`src/rtl/tx_rst_pkg.sv`:
```
package tx_rst_pkg;

    typedef enum logic [2:0] {
        ST_RST_ALL   = 3'd0,
        ST_SPLIT     = 3'd1,
        ST_WAIT_GATE = 3'd2,
        ST_READY     = 3'd3,
        ST_ANA_HOLD  = 3'd4,
        ST_PLL_HOLD  = 3'd5
    } tx_rst_state_e;

    function automatic int max2(input int a, input int b);
        return (a > b) ? a : b;
    endfunction

endpackage

```
`src/rtl/tx_rst_sync.sv`:
```
module tx_rst_sync #(
    parameter int             W       = 2,
    parameter logic [W-1:0]   RST_VAL = '0
) (
    input  logic         clk,
    input  logic         arst_n,
    input  logic [W-1:0] d_a,
    output logic [W-1:0] q
);
    for (genvar i = 0; i < W; i++) begin : g_bit
        logic s1, s2;
        always_ff @(posedge clk or negedge arst_n) begin
            if (!arst_n) begin
                s1 <= RST_VAL[i];
                s2 <= RST_VAL[i];
            end else begin
                s1 <= d_a[i];
                s2 <= s1;
            end
        end
        assign q[i] = s2;
    end
endmodule

```
`src/rtl/tx_rst_cnt.sv`:
```
module tx_rst_cnt #(
    parameter int W = 8
) (
    input  logic         clk,
    input  logic         arst_n,
    input  logic         clr,
    input  logic         en,
    output logic [W-1:0] cnt
);
    always_ff @(posedge clk or negedge arst_n) begin
        if (!arst_n) begin
            cnt <= '0;
        end else if (clr) begin
            cnt <= '0;
        end else if (en && (cnt != '1)) begin
            cnt <= cnt + 1'b1;
        end
    end
endmodule

```
`src/rtl/tx_rst_seq.sv`:
```
module tx_rst_seq
    import tx_rst_pkg::*;
#(
    parameter int CAL_RST_CYCLES  = 2,
    parameter int PLL_PD_CYCLES   = 100,
    parameter int ANA_RST_CYCLES  = 8,
    parameter int DIG_HOLD_CYCLES = 64,
    parameter bit CAL_PLL_FIRST   = 1'b0
) (
    input  logic clk,
    input  logic arst_n,
    input  logic pll_lock_a,
    input  logic cal_busy_a,
    input  logic req_pll,
    input  logic req_ana,
    input  logic req_dig,
    output logic cal_rst,
    output logic pll_pd,
    output logic ana_rst,
    output logic dig_rst,
    output logic tx_ready
);
    localparam int CAL_LEN    = max2(CAL_RST_CYCLES, 2);
    localparam int PD_LEN     = max2(PLL_PD_CYCLES, 1);
    localparam int ANA_LEN    = max2(ANA_RST_CYCLES, 1);
    localparam int HOLD_LEN   = max2(DIG_HOLD_CYCLES, 1);
    localparam int FIRST_LEN  = CAL_PLL_FIRST ? PD_LEN : CAL_LEN;
    localparam int SECOND_LEN = CAL_PLL_FIRST ? max2(CAL_LEN - PD_LEN, 1)
                                              : max2(PD_LEN - CAL_LEN, 1);
    localparam int CNT_MAX    = max2(max2(FIRST_LEN, SECOND_LEN),
                                     max2(max2(PD_LEN, ANA_LEN), HOLD_LEN));
    localparam int CW         = $clog2(CNT_MAX + 1);

    localparam logic [CW-1:0] FIRST_END  = CW'(FIRST_LEN - 1);
    localparam logic [CW-1:0] SECOND_END = CW'(SECOND_LEN - 1);
    localparam logic [CW-1:0] PD_END     = CW'(PD_LEN - 1);
    localparam logic [CW-1:0] ANA_END    = CW'(ANA_LEN - 1);
    localparam logic [CW-1:0] HOLD_END   = CW'(HOLD_LEN - 1);

    tx_rst_state_e state_q, state_d;
    logic [CW-1:0] phase_cnt, gate_cnt;
    logic [1:0]    stat_s;
    logic          lock_s, busy_s;
    logic          gate_ok, gate_en, gate_done;
    logic          ready_q;

    // lock resets low, busy resets high: the gate starts closed
    tx_rst_sync #(.W(2), .RST_VAL(2'b10)) u_sync (
        .clk    (clk),
        .arst_n (arst_n),
        .d_a    ({cal_busy_a, pll_lock_a}),
        .q      (stat_s)
    );
    assign lock_s = stat_s[0];
    assign busy_s = stat_s[1];

    // cycles spent in the current state
    tx_rst_cnt #(.W(CW)) u_phase (
        .clk    (clk),
        .arst_n (arst_n),
        .clr    (state_d != state_q),
        .en     (1'b1),
        .cnt    (phase_cnt)
    );

    // consecutive cycles with the gate true
    assign gate_ok   = !pll_pd && lock_s && !busy_s;
    assign gate_en   = (state_q == ST_WAIT_GATE) && gate_ok;
    assign gate_done = gate_en && (gate_cnt == HOLD_END);

    tx_rst_cnt #(.W(CW)) u_gate (
        .clk    (clk),
        .arst_n (arst_n),
        .clr    (!gate_en),
        .en     (gate_en),
        .cnt    (gate_cnt)
    );

    // state register
    always_ff @(posedge clk or negedge arst_n) begin
        if (!arst_n) begin
            state_q <= ST_RST_ALL;
            ready_q <= 1'b0;
        end else begin
            state_q <= state_d;
            ready_q <= (state_q == ST_READY);
        end
    end

    // next state
    always_comb begin
        state_d = state_q;
        unique case (state_q)
            ST_RST_ALL: begin
                if (phase_cnt == FIRST_END) state_d = ST_SPLIT;
            end
            ST_SPLIT: begin
                if (phase_cnt == SECOND_END) state_d = ST_WAIT_GATE;
            end
            ST_WAIT_GATE: begin
                if (req_pll)        state_d = ST_PLL_HOLD;
                else if (req_ana)   state_d = ST_ANA_HOLD;
                else if (gate_done) state_d = ST_READY;
            end
            ST_READY: begin
                if (req_pll)      state_d = ST_PLL_HOLD;
                else if (req_ana) state_d = ST_ANA_HOLD;
                else if (req_dig) state_d = ST_WAIT_GATE;
            end
            ST_ANA_HOLD: begin
                if (req_pll)                    state_d = ST_PLL_HOLD;
                else if (phase_cnt == ANA_END)  state_d = ST_WAIT_GATE;
            end
            ST_PLL_HOLD: begin
                if (phase_cnt == PD_END) state_d = ST_WAIT_GATE;
            end
            default: state_d = ST_RST_ALL;
        endcase
    end

    // outputs
    always_comb begin
        cal_rst = 1'b1;
        pll_pd  = 1'b1;
        ana_rst = 1'b1;
        dig_rst = 1'b1;
        unique case (state_q)
            ST_RST_ALL: ;
            ST_SPLIT: begin
                cal_rst = CAL_PLL_FIRST;
                pll_pd  = !CAL_PLL_FIRST;
                ana_rst = !CAL_PLL_FIRST;
            end
            ST_WAIT_GATE: begin
                cal_rst = 1'b0;
                pll_pd  = 1'b0;
                ana_rst = 1'b0;
            end
            ST_READY: begin
                cal_rst = 1'b0;
                pll_pd  = 1'b0;
                ana_rst = 1'b0;
                dig_rst = 1'b0;
            end
            ST_ANA_HOLD: begin
                cal_rst = 1'b0;
                pll_pd  = 1'b0;
            end
            ST_PLL_HOLD: begin
                cal_rst = 1'b0;
            end
            default: ;
        endcase
    end

    assign tx_ready = ready_q && !dig_rst;

endmodule

```
`config.mk`:
```
export PLATFORM = sky130hd
export DESIGN_NAME = tx_rst_seq
export DESIGN_NICKNAME = d
export VERILOG_FILES = /design/src/rtl/tx_rst_pkg.sv /design/src/rtl/tx_rst_sync.sv /design/src/rtl/tx_rst_cnt.sv /design/src/rtl/tx_rst_seq.sv
export SDC_FILE = /design/constraint.sdc
export NUM_CORES = 1
export LEC_CHECK = 0
export BUFFER_PORTS_ARGS = -buffer_cell sky130_fd_sc_hd__buf_2
export CELL_PAD_IN_SITES_DETAIL_PLACEMENT = 0
export CELL_PAD_IN_SITES_GLOBAL_PLACEMENT = 2
export CORE_ASPECT_RATIO = 1.25
export CORE_MARGIN = 5
export CORE_UTILIZATION = 40
export CTS_CLUSTER_DIAMETER = 120
export DETAILED_ROUTE_END_ITERATION = 12
export GPL_TIMING_DRIVEN = 0
export PLACE_DENSITY_LB_ADDON = 0.1
export SYNTH_ARGS = -nofsm -noshare
export SYNTH_HDL_FRONTEND = slang
export SYNTH_SLANG_ARGS = --single-unit
```
`constraint.sdc`:
```
create_clock -name clk -period 3.32 [get_ports clk]
set_input_delay 0.996 -clock clk [delete_from_list [all_inputs] [get_ports clk]]
set_output_delay 0.996 -clock clk [all_outputs]
set_load 0.02 [all_outputs]
```
==> impl_metrics.tcl, run 1 <==
set metrics [dict create \
    cts_resized 0 \
    fin_crit_sh 0.747 \
    h-tree-depth 1 \
    postRouteAntennaNets 0 \
    dp_hpwl_microns 1750 \
    path_delay_family "simple AND/OR/NAND/NOR gates" \
    final_common_cell "dfrtp_1" \
    async_flop_share 1.00 \
    period_needed_ps 2480 \
    min_path_cells 0 \
    numPortBuffers 10 \
    intPower_mw 0.527 \
    first_iter_violations 20 \
    ys_warn_count 0 \
    r2r_slack_ps 1050 \
    synth_cells 124 \
    grt_overflow 0 \
    tns_ps 0 \
    final_cell_mix "20 x dfrtp_1, 12 x buf_2, 11 x nor2_1, 7 x nand2_1, 6 x nor3_1" \
    nets 149 \
    die_w_microns 60.2 \
    dr.pass1.iters 4 \
    area_growth_pct 11.7 \
    max_freq_mhz 403 \
    clockPowerShare 0.270 \
    grt_pass1_wl_microns 4310 \
    grt_start_max_net_pins 23 \
    die-height_microns 72.8 \
    seq_power_share 0.415 \
    worst_path_max_delay_cell "dfrtp_1" \
    combPwrFrac 0.315 \
    start_util 0.420 \
    worst_path_most_repeated_cell "buf_2" \
    worst_clock_skew_ps 7.90 \
    antenna_cells 0 \
    num_io_pins 12 \
    crit_buf_inv 2 \
    p_sw_frac 0.327 \
    die-area_sq_um 4380 \
    critical-path-max-stage-delay_ps 380 \
    cts_tree "yes" \
    synth_top_area_frac 0.397 \
    viasPerCell 5.51 \
    cts_buffer_depth 2 \
    path_cells "buf_2 > nor3b_1 > nor2_1 > buf_2" \
    synth_edf_count 0 \
    crit_type "flip-flop to primary output" \
    drt-total-wl_microns 2410 \
    rows 22 \
    n_fill_cell 309 \
    end_kind "primary output" \
    post-cts-setup-buffer-count 0 \
    syn_area_sq_um 1260 \
    postCtsHoldBufs 0 \
    arrival_ps 1480 \
    drive_gt1_frac 0.254 \
    avgRoutedWirePerCell_microns 13.9 \
    syn_avg_cell_area_sq_um 10.2 \
    cp-start-kind "flip-flop" \
    vias 958 \
    synth_ff_type "dfrtp_1" \
    whs_endpoint "u_sync.g_bit[0].s2" \
    p_per_area_nw_per_um2 556 \
    cts_inserted_buffers 3 \
    hp-class "flip-flop to flip-flop" \
    rsz0062_at_grt "false" \
    final_max_slew_viol_count 0 \
    place_congestion 0.736 \
    final-hold-violation-count 0 \
    synth.distinct_cells 51 \
    maxCapViolations 0 \
    rr_endpoint "u_phase.cnt[4]" \
    reg2reg_from "u_phase.cnt[1]" \
    clock_latency_ps 310 \
    place_inst 170 \
    synth_nets 134 \
    critPathRequiredTime_ps 2320 \
    worstHoldStart "u_sync.g_bit[0].s1" \
    clk_pin_slew_worst_paths_ps 140 \
    grt.total_usage 0.128 \
    seq_area_frac_synth 0.438 \
    cts_root_buf "clkbuf_4" \
    slew_headroom 0.669 \
    fp.coreArea_sq_um 3000 \
    reg2reg_depth 7 \
    antenna_found_initial 0 \
    drc_errors 0 \
    status "complete, no violations" \
    setup_viol 0 \
    cp_max_fo 10 \
    cts.sinks 22 \
    grt_pass1_vias 918 \
    fin_cells 174 \
    yosysTopAreaCell "dfrtp_1" \
    ys_ff_latch 22 \
    leakage_nw 0.616 \
    ir_worst_vdd_mv 0.283 \
    worst_slew_pin_slew_ps 497 \
    switchingPower_mw 0.256 \
    yosys-top-cells-area "dfrtp_1 40%, dfstp_2 4.2%, xor2_1 3.5%" \
]
==> synth_stat cells, types with 3 or more instances <==
| cell | count |
|---|---|
| a21oi_1 | 5 |
| a31oi_1 | 3 |
| dfrtp_1 | 20 |
| ha_1 | 3 |
| inv_1 | 5 |
| nand2_1 | 7 |
| nand3_1 | 3 |
| nand4_1 | 4 |
| nor2_1 | 11 |
| nor3_1 | 6 |
| nor4_1 | 4 |
| o21ai_0 | 4 |
| xor2_1 | 5 |
==> sequential cells by signal (all words and copies together), names as in the netlist <==
register         count
ready_q              1
state_q              3
u_gate.cnt           7
u_phase.cnt          7
u_sync.g_bit.s1      2
u_sync.g_bit.s2      2
==> per-layer routing <==
layer | up-vias | routed length, microns | GRT usage
met2 | 18 | 1160 | 0.195
met1 | 452 | 1140 | 0.184
met4 | 0 | 13 | 0.0443
li1 | 486 | - | -
met5 | - | 0 | 0
met3 | 2 | 107 | 0.0159
==> metrics by stage <==
step	util	worst slack (ps)	total power, mW	hold slack, ps	instance area, sq um
floorplan	-	1230	0.523	331	1260
global placement	0.452	1040	0.576	335	1360
detailed placement	0.452	1020	0.579	338	1360
CTS	0.470	811	0.797	366	1410
global route	0.470	728	0.839	368	1410
finish	0.470	841	0.783	364	1410
==> cells by family after synthesis <==
group	after synthesis	share of synthesized area
simple gates	54	0.260
compound gates	24	0.146
flops	22	0.438
buf+inv	12	0.0595
xor+xnor	6	0.0417
mux	3	0.0248
fa+ha+maj	3	0.0298
==> how the worst max path moves through the flow <==
stage	startpoint	to	slack (ps)	cells after the start
global route	state_q[0]	pll_pd	730	4
global placement	req_ana	u_phase.cnt[4]	1040	5
finish	state_q[0]	pll_pd	840	4
CTS	state_q[0]	pll_pd	810	4
detailed placement	req_ana	u_phase.cnt[0]	1020	5
floorplan	req_pll	u_phase.cnt[2]	1230	5
==> cell type report <==
class	count	area, sq um	area share
multi-input cells	90	633	0.449
flip-flops and latches	22	553	0.393
plain buffers	6	52.6	0.0373
repair buffers	10	50.0	0.0355
well taps	36	45.0	0.0320
clock inverters	1	30.0	0.0213
clock buffers	3	22.5	0.0160
inverters	6	22.5	0.0160
==> power groups by stage <==
stage | sequential [mW] | combinational (mW) | clock [mW]
CTS | 0.326 | 0.251 | 0.220
floorplan | 0.325 | 0.198 | 0
global placement | 0.330 | 0.247 | 0
detailed placement | 0.331 | 0.248 | 0
finish | 0.325 | 0.246 | 0.212
global route | 0.331 | 0.280 | 0.228
==> worst register-to-register path: stages (launching register included) <==
cell	delay, ps
dfrtp_1	430
inv_1	60
ha_1	150
nor4b_1	380
mux2_2	390
o21ai_1	240
a41oi_4	210
nor4_1	310
Power figures use the tool's default switching activity.
==> run 2, diff against run 1 <==
--- a/config.mk
+++ b/config.mk
@@ -10,7 +10,7 @@
 export CELL_PAD_IN_SITES_GLOBAL_PLACEMENT = 2
 export CORE_ASPECT_RATIO = 1.25
 export CORE_MARGIN = 5
-export CORE_UTILIZATION = 40
+export CORE_UTILIZATION = 37
 export CTS_CLUSTER_DIAMETER = 120
 export DETAILED_ROUTE_END_ITERATION = 12
 export GPL_TIMING_DRIVEN = 0
==> constraint.sdc (replaced) <==
create_clock -name clk -period 2.5 [get_ports clk]
set_input_delay 0.75 -clock clk [delete_from_list [all_inputs] [get_ports clk]]
set_output_delay 0.75 -clock clk [all_outputs]
set_load 0.02 [all_outputs]
==> impl_metrics.tcl, run 2 (synthesis gave the netlist of run 1 again) <==
set metrics [dict create \
    drc_errors 0 \
    dp_slack_ps 224 \
    avgRoutedWirePerCell_microns 14.3 \
    ir_worst_vdd_mv 0.461 \
    place_congestion 0.726 \
    vias 938 \
    h-tree-depth 1 \
    setup_viol 0 \
    drt-total-wl_microns 2510 \
    final_common_cell "dfrtp_1" \
    leakage_nw 0.626 \
    antenna_found_initial 0 \
    worst_path_max_delay_cell "nor3b_1" \
    largestRegisters "u_gate.cnt (7), u_phase.cnt (7), state_q (3)" \
    worst_slack_ps 335 \
    grt_overflow 0 \
    end_kind "primary output" \
    die-area_sq_um 4680 \
    slew_headroom 0.660 \
    path_cells "buf_2 > nor3b_1 > nor2_1 > buf_2" \
    p_per_area_nw_per_um2 766 \
    grt.total_usage 0.117 \
    numPortBuffers 10 \
    final-hold-violation-count 0 \
    start_util 0.388 \
    die_w_microns 62.2 \
    status "complete, no violations" \
    postCtsHoldBufs 0 \
    worst_slew_pin_slew_ps 510 \
    path_delay_family "simple AND/OR/NAND/NOR gates" \
    cts_root_buf "clkbuf_8" \
    fin_crit_sh 0.866 \
    max_freq_mhz 462 \
    arrival_ps 1410 \
    postRouteAntennaNets 0 \
    maxCapViolations 0 \
    first_iter_violations 24 \
    cts_buffer_depth 2 \
    viasPerCell 5.36 \
    worst_clock_skew_ps 3.26 \
    grt_start_max_net_pins 23 \
    drive_gt1_frac 0.261 \
    tns_ps 0 \
    place_inst 171 \
    fp.coreArea_sq_um 3250 \
    num_io_pins 12 \
    cts.sinks 22 \
    grt_pass1_wl_microns 4440 \
    rsz0062_at_grt "false" \
    antenna_cells 0 \
    rows 23 \
    die-height_microns 75.3 \
    hp-class "flip-flop to flip-flop" \
    period_needed_ps 2160 \
    cp_max_fo 10 \
    final_cell_mix "20 x dfrtp_1, 12 x buf_2, 11 x nor2_1, 7 x nand2_1, 6 x nor3_1" \
    utilization 0.441 \
    grt_pass1_vias 916 \
    fin_cells 175 \
    crit_buf_inv 2 \
    clock_latency_ps 260 \
    clk_pin_slew_worst_paths_ps 80 \
    whs_ps 355 \
    cp-start-kind "flip-flop" \
    worst_path_most_repeated_cell "buf_2" \
    nets 149 \
    cts_inserted_buffers 3 \
    final_max_slew_viol_count 0 \
    critPathRequiredTime_ps 1750 \
    critical-path-max-stage-delay_ps 370 \
    dr.pass1.iters 4 \
    cts_tree "yes" \
    area_growth_pct 13.8 \
    post-cts-setup-buffer-count 0 \
    crit_type "flip-flop to primary output" \
    dp_hpwl_microns 1800 \
]
-- run 2: cell counts in the layout (fill, tap and decap cells not counted) --
Identical to the previous run, type by type.
-- run 2: area by class of cell --
cell class / instances / area (sq um)
buffer: 6 / 52.6
timing repair buffer: 10 / 50.0
clock inverter: 1 / 30.0
sequential: 22 / 553
tap: 37 / 46.3
multi-input combinational: 90 / 639
fill: 338 / 1820
clock buffer: 3 / 41.3
inverter: 6 / 22.5
-- run 2: timing repair --
| item | in CTS | in global routing |
|---|---|---|
| endpoints found under the setup margin | 0 | 2 |
| endpoints found under the hold margin | 0 | 0 |
| gates resized for setup | 0 | 1 |
-- run 2: stage by stage --
| step | power (mW) | instance area [sq um] |
|---|---|---|
| global route | 1.18 | 1440 |
| floorplan | 0.694 | 1260 |
| global placement | 0.768 | 1360 |
| detailed placement | 0.771 | 1360 |
| finish | 1.10 | 1440 |
| CTS | 1.11 | 1430 |
-- run 2: worst paths after layout --
path                                    start                  to  slack (ps)  cells past startpoint
setup reg to reg               u_phase.cnt[1]      u_phase.cnt[4]         340                      7
hold / removal             u_sync.g_bit[0].s1  u_sync.g_bit[0].s2         350                      0
min in group asynchronous              arst_n          state_q[2]         440                      1
hold reg to reg            u_sync.g_bit[0].s1  u_sync.g_bit[0].s2         350                      0
max in group asynchronous              arst_n  u_sync.g_bit[1].s2        1690                      1
setup / recovery                   state_q[0]              pll_pd         340                      4
-- run 2: layer usage --
layer | wire length [microns] | global-route usage | part of all wire | vias to the layer above
li1 | - | - | - | 482
met1 | 1250 | 0.161 | 0.50 | 443
met2 | 1150 | 0.191 | 0.46 | 11
met3 | 89 | 0.0209 | 0.036 | 2
met4 | 13 | 0.0289 | 0.0052 | 0
met5 | 0 | 0 | 0 | -
-- run 2: power by group --
| group | total (mW) | leakage [nW] | internal [mW] | switching (mW) |
|---|---|---|---|---|
| clock | 0.333 | 0.0357 | 0.214 | 0.119 |
| combinational | 0.333 | 0.304 | 0.145 | 0.189 |
| sequential | 0.434 | 0.286 | 0.397 | 0.0367 |
